**config.mk**
```make
export PLATFORM = sky130hd
export DESIGN_NAME = irq_coalescer
export DESIGN_NICKNAME = d
export VERILOG_FILES = /design/src/rtl/ic_pkg.sv /design/src/rtl/ic_regs.sv /design/src/rtl/ic_timer.sv /design/src/rtl/ic_decide.sv /design/src/rtl/ic_msg.sv /design/src/rtl/irq_coalescer.sv
export SDC_FILE = /design/constraint.sdc
export NUM_CORES = 1
export LEC_CHECK = 0
export BUFFER_PORTS_ARGS = -buffer_cell sky130_fd_sc_hd__buf_4
export CELL_PAD_IN_SITES_DETAIL_PLACEMENT = 0
export CELL_PAD_IN_SITES_GLOBAL_PLACEMENT = 2
export CORE_MARGIN = 5
export CORE_UTILIZATION = 35
export CTS_BUF_LIST = sky130_fd_sc_hd__clkbuf_4 sky130_fd_sc_hd__clkbuf_8
export CTS_CLUSTER_SIZE = 14
export DETAILED_ROUTE_END_ITERATION = 8
export PLACE_DENSITY_LB_ADDON = 0.12
export RECOVER_POWER = 50
export SLEW_MARGIN = 20
export SYNTH_ARGS = -nofsm -noshare
export SYNTH_HDL_FRONTEND = slang
export SYNTH_SLANG_ARGS = --single-unit
```
**constraint.sdc**
```tcl
create_clock -name clk -period 3.2 [get_ports clk]
set_input_delay 0.64 -clock clk [delete_from_list [all_inputs] [get_ports clk]]
set_output_delay 0.64 -clock clk [all_outputs]
set_load 0.005 [all_outputs]
```
**src/rtl/ic_pkg.sv**
```systemverilog
`timescale 1ns/1ps
package ic_pkg;
  // field widths and positions fixed by the register layout
  localparam int CNT_W  = 15;
  localparam int TMO_W  = 13;
  localparam int HI_W   = 16;
  localparam int WORD_W = 32;
  localparam int EN_BIT = 18;
  localparam int RA_W   = 8;

  localparam logic [RA_W-1:0] OFF_LIMIT = 8'h00;
  localparam logic [RA_W-1:0] OFF_TMO   = 8'h04;
  localparam logic [RA_W-1:0] OFF_ALO   = 8'h08;
  localparam logic [RA_W-1:0] OFF_AHI   = 8'h0C;
  localparam logic [RA_W-1:0] OFF_DATA  = 8'h10;

  // count path: a nonzero count at or above the limit
  function automatic logic count_met(input logic [CNT_W-1:0] cnt,
                                     input logic [CNT_W-1:0] lim);
    return (cnt != '0) && (cnt >= lim);
  endfunction

  // saturating step of the wait timer
  function automatic logic [TMO_W-1:0] timer_step(input logic [TMO_W-1:0] t,
                                                  input logic [TMO_W-1:0] lim);
    return (t >= lim) ? t : t + 1'b1;
  endfunction

  // read view of the limit register
  function automatic logic [WORD_W-1:0] limit_view(input logic [CNT_W-1:0] lim,
                                                   input logic en);
    logic [WORD_W-1:0] w;
    w = '0;
    w[CNT_W-1:0] = lim;
    w[EN_BIT] = en;
    return w;
  endfunction
endpackage

```
**src/rtl/ic_regs.sv**
```systemverilog
`timescale 1ns/1ps
module ic_regs
  import ic_pkg::*;
#(
  parameter int P_CNT_W = CNT_W,
  parameter int P_TMO_W = TMO_W,
  parameter int P_HI_W  = HI_W
) (
  input  logic                clk,
  input  logic                rst_n,
  input  logic                wr,
  input  logic [RA_W-1:0]     addr,
  input  logic [WORD_W-1:0]   wdata,
  output logic [WORD_W-1:0]   rdata,
  output logic [P_CNT_W-1:0]  limit,
  output logic                tmr_en,
  output logic [P_TMO_W-1:0]  tmo,
  output logic [WORD_W-1:0]   addr_lo,
  output logic [P_HI_W-1:0]   addr_hi,
  output logic [WORD_W-1:0]   payload
);
  logic sel_lim, sel_tmo, sel_alo, sel_ahi, sel_dat;

  assign sel_lim = (addr == OFF_LIMIT);
  assign sel_tmo = (addr == OFF_TMO);
  assign sel_alo = (addr == OFF_ALO);
  assign sel_ahi = (addr == OFF_AHI);
  assign sel_dat = (addr == OFF_DATA);

  always_ff @(posedge clk) begin
    if (!rst_n) begin
      limit   <= '0;
      tmr_en  <= 1'b0;
      tmo     <= '0;
      addr_lo <= '0;
      addr_hi <= '0;
      payload <= '0;
    end else if (wr) begin
      if (sel_lim) begin
        limit  <= wdata[P_CNT_W-1:0];
        tmr_en <= wdata[EN_BIT];
      end
      if (sel_tmo) tmo     <= wdata[P_TMO_W-1:0];
      if (sel_alo) addr_lo <= wdata;
      if (sel_ahi) addr_hi <= wdata[P_HI_W-1:0];
      if (sel_dat) payload <= wdata;
    end
  end

  always_comb begin
    rdata = '0;
    if (sel_lim) rdata = limit_view(limit, tmr_en);
    if (sel_tmo) rdata[P_TMO_W-1:0] = tmo;
    if (sel_alo) rdata = addr_lo;
    if (sel_ahi) rdata[P_HI_W-1:0] = addr_hi;
    if (sel_dat) rdata = payload;
  end
endmodule

```
**src/rtl/ic_timer.sv**
```systemverilog
`timescale 1ns/1ps
module ic_timer
  import ic_pkg::*;
#(
  parameter int P_CNT_W = CNT_W,
  parameter int P_TMO_W = TMO_W
) (
  input  logic               clk,
  input  logic               rst_n,
  input  logic [P_CNT_W-1:0] done_cnt,
  input  logic [P_TMO_W-1:0] tmo,
  input  logic               restart,
  output logic               expired
);
  logic [P_TMO_W-1:0] elapsed;

  always_ff @(posedge clk) begin
    if (!rst_n)                           elapsed <= '0;
    else if (restart || done_cnt == '0)   elapsed <= '0;
    else                                  elapsed <= timer_step(elapsed, tmo);
  end

  assign expired = (elapsed >= tmo);
endmodule

```
**src/rtl/ic_decide.sv**
```systemverilog
`timescale 1ns/1ps
module ic_decide
  import ic_pkg::*;
#(
  parameter int P_CNT_W = CNT_W
) (
  input  logic               clk,
  input  logic               rst_n,
  input  logic [P_CNT_W-1:0] done_cnt,
  input  logic [P_CNT_W-1:0] limit,
  input  logic               tmr_en,
  input  logic               tmr_expired,
  input  logic               busy,
  output logic               fire,
  output logic               quiet
);
  logic               quiet_q;
  logic [P_CNT_W-1:0] snap_q;
  logic               want;

  // stays quiet only while the count holds its value from the last fire
  assign quiet = quiet_q && (done_cnt == snap_q);
  assign want  = count_met(done_cnt, limit) ||
                 (tmr_en && tmr_expired && done_cnt != '0);
  assign fire  = want && !busy && !quiet;

  always_ff @(posedge clk) begin
    if (!rst_n) begin
      quiet_q <= 1'b0;
      snap_q  <= '0;
    end else if (fire) begin
      quiet_q <= 1'b1;
      snap_q  <= done_cnt;
    end else if (done_cnt != snap_q) begin
      quiet_q <= 1'b0;
    end
  end
endmodule

```
**src/rtl/ic_msg.sv**
```systemverilog
`timescale 1ns/1ps
module ic_msg
  import ic_pkg::*;
#(
  parameter int P_HI_W = HI_W
) (
  input  logic                     clk,
  input  logic                     rst_n,
  input  logic                     fire,
  input  logic [WORD_W-1:0]        addr_lo,
  input  logic [P_HI_W-1:0]        addr_hi,
  input  logic [WORD_W-1:0]        payload,
  input  logic                     ack,
  output logic                     req,
  output logic [P_HI_W+WORD_W-1:0] addr,
  output logic [WORD_W-1:0]        data
);
  always_ff @(posedge clk) begin
    if (!rst_n) begin
      req  <= 1'b0;
      addr <= '0;
      data <= '0;
    end else if (fire) begin
      req  <= 1'b1;
      addr <= {addr_hi, addr_lo};
      data <= payload;
    end else if (req && ack) begin
      req  <= 1'b0;
    end
  end
endmodule

```
**src/rtl/irq_coalescer.sv**
```systemverilog
`timescale 1ns/1ps
module irq_coalescer
  import ic_pkg::*;
#(
  parameter int P_CNT_W = CNT_W,
  parameter int P_TMO_W = TMO_W,
  parameter int P_HI_W  = HI_W
) (
  input  logic                     clk,
  input  logic                     rst_n,
  input  logic                     reg_wr,
  input  logic [RA_W-1:0]          reg_addr,
  input  logic [WORD_W-1:0]        reg_wdata,
  output logic [WORD_W-1:0]        reg_rdata,
  input  logic [P_CNT_W-1:0]       done_cnt,
  output logic                     msg_req,
  output logic [P_HI_W+WORD_W-1:0] msg_addr,
  output logic [WORD_W-1:0]        msg_data,
  input  logic                     msg_ack
);
  logic [P_CNT_W-1:0] limit;
  logic               tmr_en;
  logic [P_TMO_W-1:0] tmo;
  logic [WORD_W-1:0]  addr_lo;
  logic [P_HI_W-1:0]  addr_hi;
  logic [WORD_W-1:0]  payload;
  logic               tmr_expired;
  logic               fire;
  logic               quiet;

  ic_regs #(.P_CNT_W(P_CNT_W), .P_TMO_W(P_TMO_W), .P_HI_W(P_HI_W)) u_regs (
    .clk(clk), .rst_n(rst_n), .wr(reg_wr), .addr(reg_addr), .wdata(reg_wdata),
    .rdata(reg_rdata), .limit(limit), .tmr_en(tmr_en), .tmo(tmo),
    .addr_lo(addr_lo), .addr_hi(addr_hi), .payload(payload)
  );

  ic_timer #(.P_CNT_W(P_CNT_W), .P_TMO_W(P_TMO_W)) u_timer (
    .clk(clk), .rst_n(rst_n), .done_cnt(done_cnt), .tmo(tmo),
    .restart(fire || quiet), .expired(tmr_expired)
  );

  ic_decide #(.P_CNT_W(P_CNT_W)) u_decide (
    .clk(clk), .rst_n(rst_n), .done_cnt(done_cnt), .limit(limit),
    .tmr_en(tmr_en), .tmr_expired(tmr_expired), .busy(msg_req),
    .fire(fire), .quiet(quiet)
  );

  ic_msg #(.P_HI_W(P_HI_W)) u_msg (
    .clk(clk), .rst_n(rst_n), .fire(fire), .addr_lo(addr_lo),
    .addr_hi(addr_hi), .payload(payload), .ack(msg_ack),
    .req(msg_req), .addr(msg_addr), .data(msg_data)
  );
endmodule

```
# ---- After elaboration in Yosys (flattened, before gate mapping)
# Cells that the tools add are included.
dict set report op_classes {
  n_lt_le_gt_ge 2
  bitwise_logic 1
  n_addsub 1
  eq_ne 6
  mul 0
  shift 0
  n_div 0
  n_reduce_logical 23
  mux 9
}
# op count
set ops {}
lappend ops {{$mux 32} 2}
lappend ops {{$mux 19} 1}
lappend ops {{$eq 8x4->1 const B} 2}
lappend ops {{$mux 16} 1}
lappend ops {{$eq 15x15->1} 1}
lappend ops {{$ge 15x15->1} 1}
lappend ops {{$logic_not 15->1} 1}
lappend ops {{$ne 15x15->1} 1}
lappend ops {{$reduce_bool 15->1} 1}
lappend ops {{$add 13x1->13 const B} 1}
lappend ops {{$ge 13x13->1} 1}
lappend ops {{$mux 13} 1}
lappend ops {{$reduce_and 2->1} 5}
lappend ops {{$eq 8x3->1 const B} 1}
lappend ops {{$eq 8x5->1 const B} 1}
lappend ops {{$logic_not 8->1} 1}
lappend ops {{$logic_and 1x1->1} 7}
lappend ops {{$mux 1} 4}
lappend ops {{$reduce_bool 2->1} 2}
lappend ops {{$logic_or 1x1->1} 3}
lappend ops {{$logic_not 1->1} 2}
lappend ops {{$reduce_or 2->1} 1}
lappend ops {{$not 1->1} 1}
dict set report totals {
  memories 0
  ram_bits 0
  in_bits 59
  latchBits 0
  register_bits 219
  romBits 0
  out_inout_bits 113
}

# ---- Longest topological paths before layout
# Gate-level depths: netlist of the first run.
dict set report depth {
  ltp_word 9
  depth_mapped 12
}

# ---- Modules after synthesis
# Synthesis of the first run repeated with hierarchy kept, for this count alone.
dict set report unflattened {
  hier_cells 1061
  hier_area_um2 10183.5
}
# mod n_inst seq_area_each_um2 cells_each area_each_um2
set modules_own_cells {}
lappend modules_own_cells {ic_regs 1 2182.1 531 4882.2}
lappend modules_own_cells {ic_msg 1 1621.6 261 3103.0}
lappend modules_own_cells {ic_decide 1 320.3 146 1222.4}
lappend modules_own_cells {ic_timer 1 260.2 122 969.7}
lappend modules_own_cells {irq_coalescer 1 0.0 1 6.3}

# ---- Least setup slack after synthesis of the first run
# OpenSTA, ideal clock, no wires.
dict set report synth_path {
  kind {input to output}
  startpoint {input reg_addr[1]}
  endpoint {output reg_rdata[12]}
  setup_slack_ns 0.445
  path_buffers 1
  cell_stages 6
  arrival_ns 2.115
  t_required_ns 2.560
  cell_sequence {or4_4 -> or3_4 -> nor3_4 -> buf_4 -> a222oi_1 -> nand2_1}
}
dict set report synth_via {
  elab_chain_len 6
  word_cells_on_any_way 10
  classes_between {4 x eq/ne; 5 x mux; 1 x reduce/logical}
}
# element line_no
set synth_rtl {}
lappend synth_rtl {{start, declared} irq_coalescer.sv:12} ;# input logic [RA_W-1:0] reg_addr,
lappend synth_rtl {{$logic_not 8->1} ic_regs.sv:24} ;# assign sel_lim = (addr == OFF_LIMIT);
lappend synth_rtl {{$mux 19} ic_regs.sv:52} ;# if (sel_lim) rdata = limit_view(limit, tmr_en);
lappend synth_rtl {{$mux 13} ic_regs.sv:53} ;# if (sel_tmo) rdata[P_TMO_W-1:0] = tmo;
lappend synth_rtl {{$mux 32} ic_regs.sv:54} ;# if (sel_alo) rdata = addr_lo;
lappend synth_rtl {{$mux 16} ic_regs.sv:55} ;# if (sel_ahi) rdata[P_HI_W-1:0] = addr_hi;
lappend synth_rtl {{$mux 32 (*)} ic_regs.sv:56} ;# if (sel_dat) rdata = payload;
lappend synth_rtl {{end, declared} irq_coalescer.sv:14} ;# output logic [WORD_W-1:0] reg_rdata,
# Mark *: on every way between the ends. The rest lies on a longest branch, timed or not.

# ---- Worst setup path after layout of the first run
dict set report layout_path {
  startpoint {input reg_addr[1]}
  endpoint {output reg_rdata[4]}
}
# The elaborated chain is that of the path after synthesis.

==> results of run 1 <==
-- kinds of logic (layout without fill, tap and decap cells) --
family / Yosys count / after routing / synth area share
AO/OA/AOI/OAI: 187 / 187 / 0.137
XOR/XNOR: 27 / 27 / 0.0234
adder cells (fa/ha/maj): 29 / 29 / 0.0359
buffers and inverters: 126 / 320 / 0.0594
flip-flops: 219 / 219 / 0.434
multiplexers: 105 / 105 / 0.104
AND/OR/NAND/NOR: 505 / 505 / 0.206
-- how the worst min path moves through the flow --
stage,startpoint,to,slack [ps]
after floorplan,u_regs.addr_hi[13],u_regs.addr_hi[13],440
after global placement,u_msg.addr[26],u_msg.addr[26],440
after detailed placement,u_msg.data[12],u_msg.data[12],450
after CTS,reg_wdata[30],u_regs.payload[30],330
after global routing,reg_wdata[27],u_regs.payload[27],350
final,reg_wdata[27],u_regs.payload[27],360
-- power by group through the flow --
stage          Sequential, W  Clock [W]  Combinational [W]
4_1_cts              0.00277    0.00299           0.000459
2_1_floorplan        0.00282          0           0.000280
5_1_grt              0.00277    0.00312           0.000488
3_3_place_gp         0.00282          0           0.000458
6_report             0.00277    0.00290           0.000453
3_5_place_dp         0.00282          0           0.000458
-- final cells by class --
class / instances / area [um2]
fillers: 2927 / 16000
repair buffers: 208 / 1610
clock inverters: 1 / 7.51
flip-flops and latches: 219 / 4380
multi-input cells: 853 / 5130
well taps: 384 / 480
inverters: 39 / 146
clock buffers: 72 / 878
-- synth_stat cells, types with 3 or more instances --
cell type and n:
a21boi_0 54, a21boi_1 56, a21o_1 3, a21oi_1 13, a222oi_1 15, a22o_1 15
a22oi_1 8, and3_1 3, buf_2 20, buf_4 7, buf_6 9, clkbuf_1 50
dfxtp_1 219, ha_1 29, inv_1 39, mux2i_1 103, nand2_1 399, nand3_1 47
nand4_1 13, nor2_1 19, nor2b_1 5, nor4_1 7, o21ai_0 16, xnor2_1 21
xor2_1 6
-- per-stage QoR --
stage | worst slack [ps] | total power [W] | cells
2_1_floorplan | 445 | 0.00310 | 1198
3_3_place_gp | 134 | 0.00328 | 1703
3_5_place_dp | 149 | 0.00328 | 1703
4_1_cts | 134 | 0.00622 | 1776
5_1_grt | 32.8 | 0.00637 | 1776
6_report | 120 | 0.00611 | 1776
-- registers in the layout, summed over array words and instances, names as in the netlist --
signal,cells
u_decide.quiet_q,1
u_decide.snap_q,15
u_msg.addr,48
u_msg.data,32
u_msg.req,1
u_regs.addr_hi,16
u_regs.addr_lo,32
u_regs.limit,15
u_regs.payload,32
u_regs.tmo,13
u_regs.tmr_en,1
u_timer.elapsed,13
-- layer usage --
| metal | wire length [um] | GRT usage | share of wire | vias up |
|---|---|---|---|---|
| met1 | 16600 | 0.291 | 0.50 | 4032 |
| met3 | 1750 | 0.0388 | 0.053 | 54 |
| met5 | 0 | 0 | 0 | - |
| met4 | 684 | 0.0497 | 0.021 | 0 |
| met2 | 14000 | 0.290 | 0.42 | 233 |
| li1 | - | - | - | 4364 |
-- worst max-delay path, stage by stage --
cell	delay, ps
clkbuf_4	110
or4_4	580
nor3_2	130
buf_4	160
and3_1	220
buf_4	220
a22oi_1	110
nand2_1	130
buf_4	130
==> flow_metrics.tcl, run 1 <==
set metrics [dict create \
    slew_violations 0 \
    synth_top_cell_by_area "dfxtp_1" \
    clk_pin_slew_ps 50 \
    slew_headroom 0.112 \
    period_needed_ps 3080 \
    ys_seq_area_frac 0.434 \
    utilization 0.441 \
    final.period_utilization 0.962 \
    grt_pass1_wl_mm 51.0 \
    clock_skew_ps 18.3 \
    cts-resized-gates 0 \
    critPathRequiredTime_ps 2560 \
    ys_warn_count 0 \
    whs_ps 363 \
    wl_mm 33.0 \
    fmax_mhz 325 \
    areaGrowthSynthToFinish_pct 25.0 \
    cp-startpoint "reg_addr[1]" \
    gp_congestion 0.828 \
    vias 8683 \
    layout_common_cells "nand2_1 (400), dfxtp_1 (219), buf_4 (111), mux2i_1 (103), clkbuf_4 (85)" \
    syn_inst 1198 \
    root_buffer "clkbuf_8" \
    clk_latency_ps 530 \
    die_area_um2 32400 \
    post-cts-setup-buffers 0 \
    grt_use_total 0.195 \
    final_common_cell "nand2_1" \
    grt_pass1_vias 8528 \
    leakagePower_nw 4.93 \
    r2r_slack_ps 440 \
    core_um2 28600 \
    cp.arrival_ps 2440 \
    ctsHtreeMaxLevel 2 \
    r2r_cells 11 \
    hold_viol 0 \
    crit_path_max_fanout 12 \
    finalSetupViolCount 0 \
    fin_nets 1451 \
    row_count 62 \
    rsz0062_at_grt "false" \
    worstHoldPathCells 3 \
    yosysUniqueCellTypes 43 \
    cp-endpoint "reg_rdata[4]" \
    fin_setup_tns_ps 0 \
    cts_tree "yes" \
    pin_count 172 \
    cts_buffers 42 \
    syn_area_um2 10100 \
    start_util 0.353 \
    seq_power_share 0.452 \
    detail-route-antenna-nets 0 \
    place_area_um2 11800 \
    cts_buffer_depth 3 \
    p_int_w 0.00466 \
    drtPass1Iterations 5 \
    grt_max_degree 101 \
    ir_drop_uv 285 \
    r2r_end "u_msg.data[19]" \
    worst_slew_pin_slew_ps 1330 \
    yosys-top-cells-area "dfxtp_1 (43%), nand2_1 (15%), mux2i_1 (10%)" \
    wl_per_cell_um 18.6 \
    r2r_start "u_timer.elapsed[0]" \
    maxCapViolCount 0 \
    status "finished clean" \
    cts.sinks 219 \
    grt_overflow 0 \
    antenna_found_initial 0 \
    powerDensity_nw_per_um2 484 \
    fp.dieW_um 180 \
    netlist.area_leader.share 0.434 \
    ys_seq_elements 219 \
    synth_fp_nets 1286 \
    antenna_cells 0 \
    fp.dieH_um 180 \
    dp_hpwl_mm 23.3 \
    synth_edf_count 0 \
    cts_hold_buf 0 \
    drive_gt1_frac 0.194 \
    drt_iter0_drc 599 \
    p_switching_w 0.00145 \
    drc_errors 0 \
    drt-vias-per-instance 4.89 \
    power_frac_comb 0.074 \
    avgSynthCellArea_um2 8.44 \
    hold_class "input port to register" \
    async_flop_share 0 \
    swShare 0.238 \
    fin_area_um2 12600 \
    cp-start-kind "input port" \
    portBuffers 171 \
    crit_path_end_kind "output port" \
    synth_ff_type "dfxtp_1" \
    clkPwrFrac 0.474 \
    path_class "input port to output port" \
]
Power figures use the tool's default switching activity.
==> run 2, diff against run 1 <==
==> constraint.sdc (replaced) <==
create_clock -name clk -period 3.2 [get_ports clk]
set_input_delay 0 -clock clk [delete_from_list [all_inputs] [get_ports clk]]
set_output_delay 0 -clock clk [all_outputs]
set_load 0.005 [all_outputs]
==> flow_metrics.tcl, run 2 (synthesis gave the netlist of run 1 again) <==
set metrics [dict create \
    status "finished clean" \
    largest_reg_flops 48 \
    areaGrowthSynthToFinish_pct 29.1 \
    final_common_cell "nand2_1" \
    post-cts-setup-buffers 0 \
    final.period_utilization 0.879 \
    grt_pass1_wl_mm 51.9 \
    hold_class "input port to register" \
    ir_drop_uv 209 \
    cts_buffers 42 \
    grt_max_degree 128 \
    path_cells "dlygate4sd3_1 -> buf_4 -> nor2_1 -> nand2_1 -> nor3_1 -> buf_4 -> a222oi_1 -> nand2_1 -> buf_4" \
    clk_latency_ps 550 \
    antenna_found_initial 2 \
    clock_skew_ps 21.6 \
    leakagePower_nw 5.09 \
    slew_headroom 0.319 \
    cts.sinks 219 \
    path_class "input port to output port" \
    powerDensity_nw_per_um2 483 \
    fin_setup_tns_ps 0 \
    crit_path_max_fanout 22 \
    fin_nets 1490 \
    fmax_mhz 356 \
    worst_slew_pin_slew_ps 1010 \
    drc_errors 0 \
    drt-vias-per-instance 4.92 \
    cts_tree "yes" \
    finalSetupViolCount 0 \
    vias 8959 \
    drt_iter0_drc 586 \
    wl_mm 33.3 \
    drtPass1Iterations 5 \
    crit_path_end_kind "output port" \
    grt_pass1_vias 8797 \
    maxCapViolCount 0 \
    gp_congestion 0.804 \
    slowest_delay_ps 770 \
    root_buffer "clkbuf_8" \
    largest-register "u_msg.addr" \
    cts_buffer_depth 3 \
    detail-route-antenna-nets 0 \
    start_util 0.353 \
    row_count 62 \
    drive_gt1_frac 0.184 \
    crit_slowest_cell "nor3_1" \
    period_needed_ps 2810 \
    grt_overflow 0 \
    place_area_um2 11600 \
    cp.arrival_ps 2810 \
    slew_violations 0 \
    fin_area_um2 13100 \
    path_common_cell "buf_4" \
    dp_hpwl_mm 22.7 \
    hold_viol 0 \
    core_um2 28600 \
    grt_use_total 0.198 \
    cts_hold_buf 54 \
    cp-start-kind "input port" \
    critPathRequiredTime_ps 3200 \
    rsz0062_at_grt "false" \
    clk_pin_slew_ps 60 \
    wl_per_cell_um 18.3 \
    layout_common_cells "nand2_1 (399), dfxtp_1 (219), buf_4 (104), mux2i_1 (103), clkbuf_4 (89)" \
    pin_count 172 \
    die_area_um2 32400 \
    cts-resized-gates 0 \
    place_ws_ps 546 \
    portBuffers 171 \
    timing.final.ws_setup_ps 387 \
    fp.dieW_um 180 \
    ctsHtreeMaxLevel 2 \
    fp.dieH_um 180 \
]
run 2: critical path: cells and delay by family:
| family | cells | cell delay [ps] |
|---|---|---|
| buffers and inverters | 4 | 1380 |
| and+or+nand+nor | 4 | 1230 |
| AOI/OAI and AO/OA | 1 | 180 |
run 2: per-layer routing:
layer,up-vias,track usage,wire length [um],part of all wire
met5,-,0,13,0.00039
met4,2,0.0610,1000,0.030
met3,71,0.0410,1650,0.049
met2,229,0.295,14200,0.43
met1,4211,0.288,16500,0.49
li1,4446,-,-,-
run 2: final timing paths:
kind              slack (ps)          startpoint              to  cells past startpoint
setup / recovery         390         reg_addr[3]   reg_rdata[12]                      9
hold / removal           160         reg_addr[2]   u_regs.tmo[9]                      6
setup reg to reg         520  u_timer.elapsed[0]  u_msg.data[11]                     10
hold reg to reg          460      u_msg.data[16]  u_msg.data[16]                      2
run 2: per-stage QoR:
step                hold WS [ps]  utilization  std cells  power (W)
CTS                          109        0.458       1820    0.00639
finish                       156        0.456       1821    0.00630
detailed placement           267        0.407       1688    0.00326
global placement             261        0.407       1688    0.00326
floorplan                    135            -       1198    0.00310
global route                 179        0.456       1821    0.00655
run 2: layout make-up:
cell class | count | area [um2]
Clock buffer | 68 | 830
Antenna cell | 1 | 2.50
Inverter | 39 | 146
Timing Repair Buffer | 247 | 1980
Tap cell | 384 | 480
Sequential cell | 219 | 4380
Clock inverter | 10 | 109
Multi-Input combinational cell | 853 | 5110
Fill cell | 2872 | 15600
run 2: power by group:
group          switching (W)  leakage, nW  internal, W
sequential         0.0000159         1.77      0.00275
clock                0.00124        0.498      0.00181
combinational       0.000263         2.83     0.000222
==> run 3, diff against run 2 <==
Clock period 3.2 ns to 3 ns, I/O delays scaled along.
==> flow_metrics.tcl, run 3 (synthesis gave the netlist of run 1 again) <==
set metrics [dict create \
    power_frac_comb 0.078 \
    largest_reg_flops 48 \
    path_cells "dlygate4sd3_1 -> clkbuf_1 -> nor3_2 -> buf_4 -> nand2_1 -> nor2_1 -> clkbuf_1 -> a22oi_1 -> nand2_1 -> buf_4" \
    cts-resized-gates 0 \
    drc_errors 0 \
    maxCapViolCount 0 \
    fmax_mhz 372 \
    fin_nets 1499 \
    powerDensity_nw_per_um2 514 \
    worst_slew_pin_slew_ps 984 \
    gp_congestion 0.792 \
    grt.busiest_layer "met2" \
    slowest_delay_ps 710 \
    grtUsageMet1 0.290 \
    crit_path_end_kind "output port" \
    antenna_cells 0 \
    critPathRequiredTime_ps 3000 \
    final.period_utilization 0.897 \
    slew_violations 0 \
    p_int_w 0.00514 \
    status "finished clean" \
    drt_iter0_drc 530 \
    crit_path_max_fanout 20 \
    critPathTopFamily "buffers and inverters" \
    drive_gt1_frac 0.191 \
    detail-route-antenna-nets 0 \
    grt_use_total 0.199 \
    fin_cells 1827 \
    rsz0062_at_grt "false" \
    crit_slowest_cell "clkbuf_1" \
    wl_mm 33.4 \
    wl_per_cell_um 18.3 \
    grt_overflow 0 \
    gr-usage-met2 0.300 \
    fp.dieH_um 180 \
    start_util 0.353 \
    slew_headroom 0.340 \
    ctsHtreeMaxLevel 2 \
    whs_ps 132 \
    p_switching_w 0.00162 \
    row_count 62 \
    ir_drop_uv 265 \
    fin_setup_tns_ps 0 \
    clk_pin_slew_ps 50 \
    clock_skew_ps 21.6 \
    post-cts-setup-buffers 0 \
    hold_viol 0 \
    period_needed_ps 2690 \
    clk_latency_ps 550 \
    final_common_cell "nand2_1" \
    vias 8958 \
    grt_max_degree 112 \
    grt_pass1_wl_mm 52.2 \
    layout_common_cells "nand2_1 (400), dfxtp_1 (219), buf_4 (111), mux2i_1 (103), a21boi_0 (98)" \
    cts_tree "yes" \
    portBuffers 171 \
    cp-start-kind "input port" \
    areaGrowthSynthToFinish_pct 29.9 \
    grt_pass1_vias 8904 \
    leakagePower_nw 5.14 \
    largest-register "u_msg.addr" \
    cts_hold_buf 54 \
    die_area_um2 32400 \
    cp.arrival_ps 2690 \
    cts_buffers 43 \
    pin_count 172 \
    place_inst 1696 \
    root_buffer "clkbuf_8" \
    cts_buffer_depth 3 \
    drtPass1Iterations 5 \
    grt_util_met3 0.0432 \
    swShare 0.239 \
    cts.sinks 219 \
    dp_hpwl_mm 23.3 \
    core_um2 28600 \
    antenna_found_initial 1 \
    clkPwrFrac 0.485 \
    path_class "input port to output port" \
    hold_class "input port to register" \
    drt-vias-per-instance 4.90 \
    finalSetupViolCount 0 \
    fp.dieW_um 180 \
    critPathBufInv 5 \
    seq_power_share 0.437 \
]
[run 3: cell types whose count changed in the layout (fill, tap and decap cells not counted), sizes merged]
cell / change
buf: +7
clkbuf: +3
bufinv: -1
clkinv: -1
clkinvlp: -1
diode: -1
[run 3: area by class of cell]
type | count | area [um2]
Tap cell | 384 | 480
Inverter | 39 | 146
Multi-Input combinational cell | 853 | 5110
Clock buffer | 70 | 888
Clock inverter | 7 | 68.8
Sequential cell | 219 | 4380
Timing Repair Buffer | 255 | 2050
Fill cell | 2872 | 15500
[run 3: final timing paths]
check / start / to / slack [ps] / depth (start not counted)
setup / recovery: reg_addr[5] / reg_rdata[5] / 310 / 10
hold / removal: rst_n / u_msg.req / 130 / 2
setup reg to reg: u_timer.elapsed[0] / u_msg.data[1] / 340 / 11
hold reg to reg: u_msg.addr[3] / u_msg.addr[3] / 450 / 2
[run 3: power groups by stage]
stage	clock, W	sequential (W)	combinational [W]
floorplan	0	0.00301	0.000299
global placement	0	0.00301	0.000477
detailed placement	0	0.00301	0.000478
CTS	0.00337	0.00295	0.000535
global route	0.00351	0.00295	0.000568
finish	0.00328	0.00295	0.000529
[run 3: worst reg2reg max path, cell delays in order, from the launching register on]
cell     delay (ps)
dfxtp_1         410
inv_1            70
ha_1            270
nor2b_1          40
o21ai_0         170
a31oi_1         150
o31ai_1         320
a21oi_1         130
nor3b_2         300
buf_4           320
buf_12          210
mux2i_1         200
[run 3: per-stage QoR]
stage | total power [W] | util | instance area [um2] | setup WS, ps
floorplan | 0.00331 | - | 10100 | 795
global placement | 0.00349 | 0.409 | 11700 | 475
detailed placement | 0.00349 | 0.409 | 11700 | 351
CTS | 0.00685 | 0.461 | 13200 | 328
global route | 0.00703 | 0.459 | 13100 | 144
finish | 0.00676 | 0.459 | 13100 | 309
[run 3: per-layer routing]
layer,vias to the layer above,part of all wire
li1,4460,-
met1,4208,0.49
met2,231,0.43
met3,57,0.057
met4,2,0.023
met5,-,0.00021
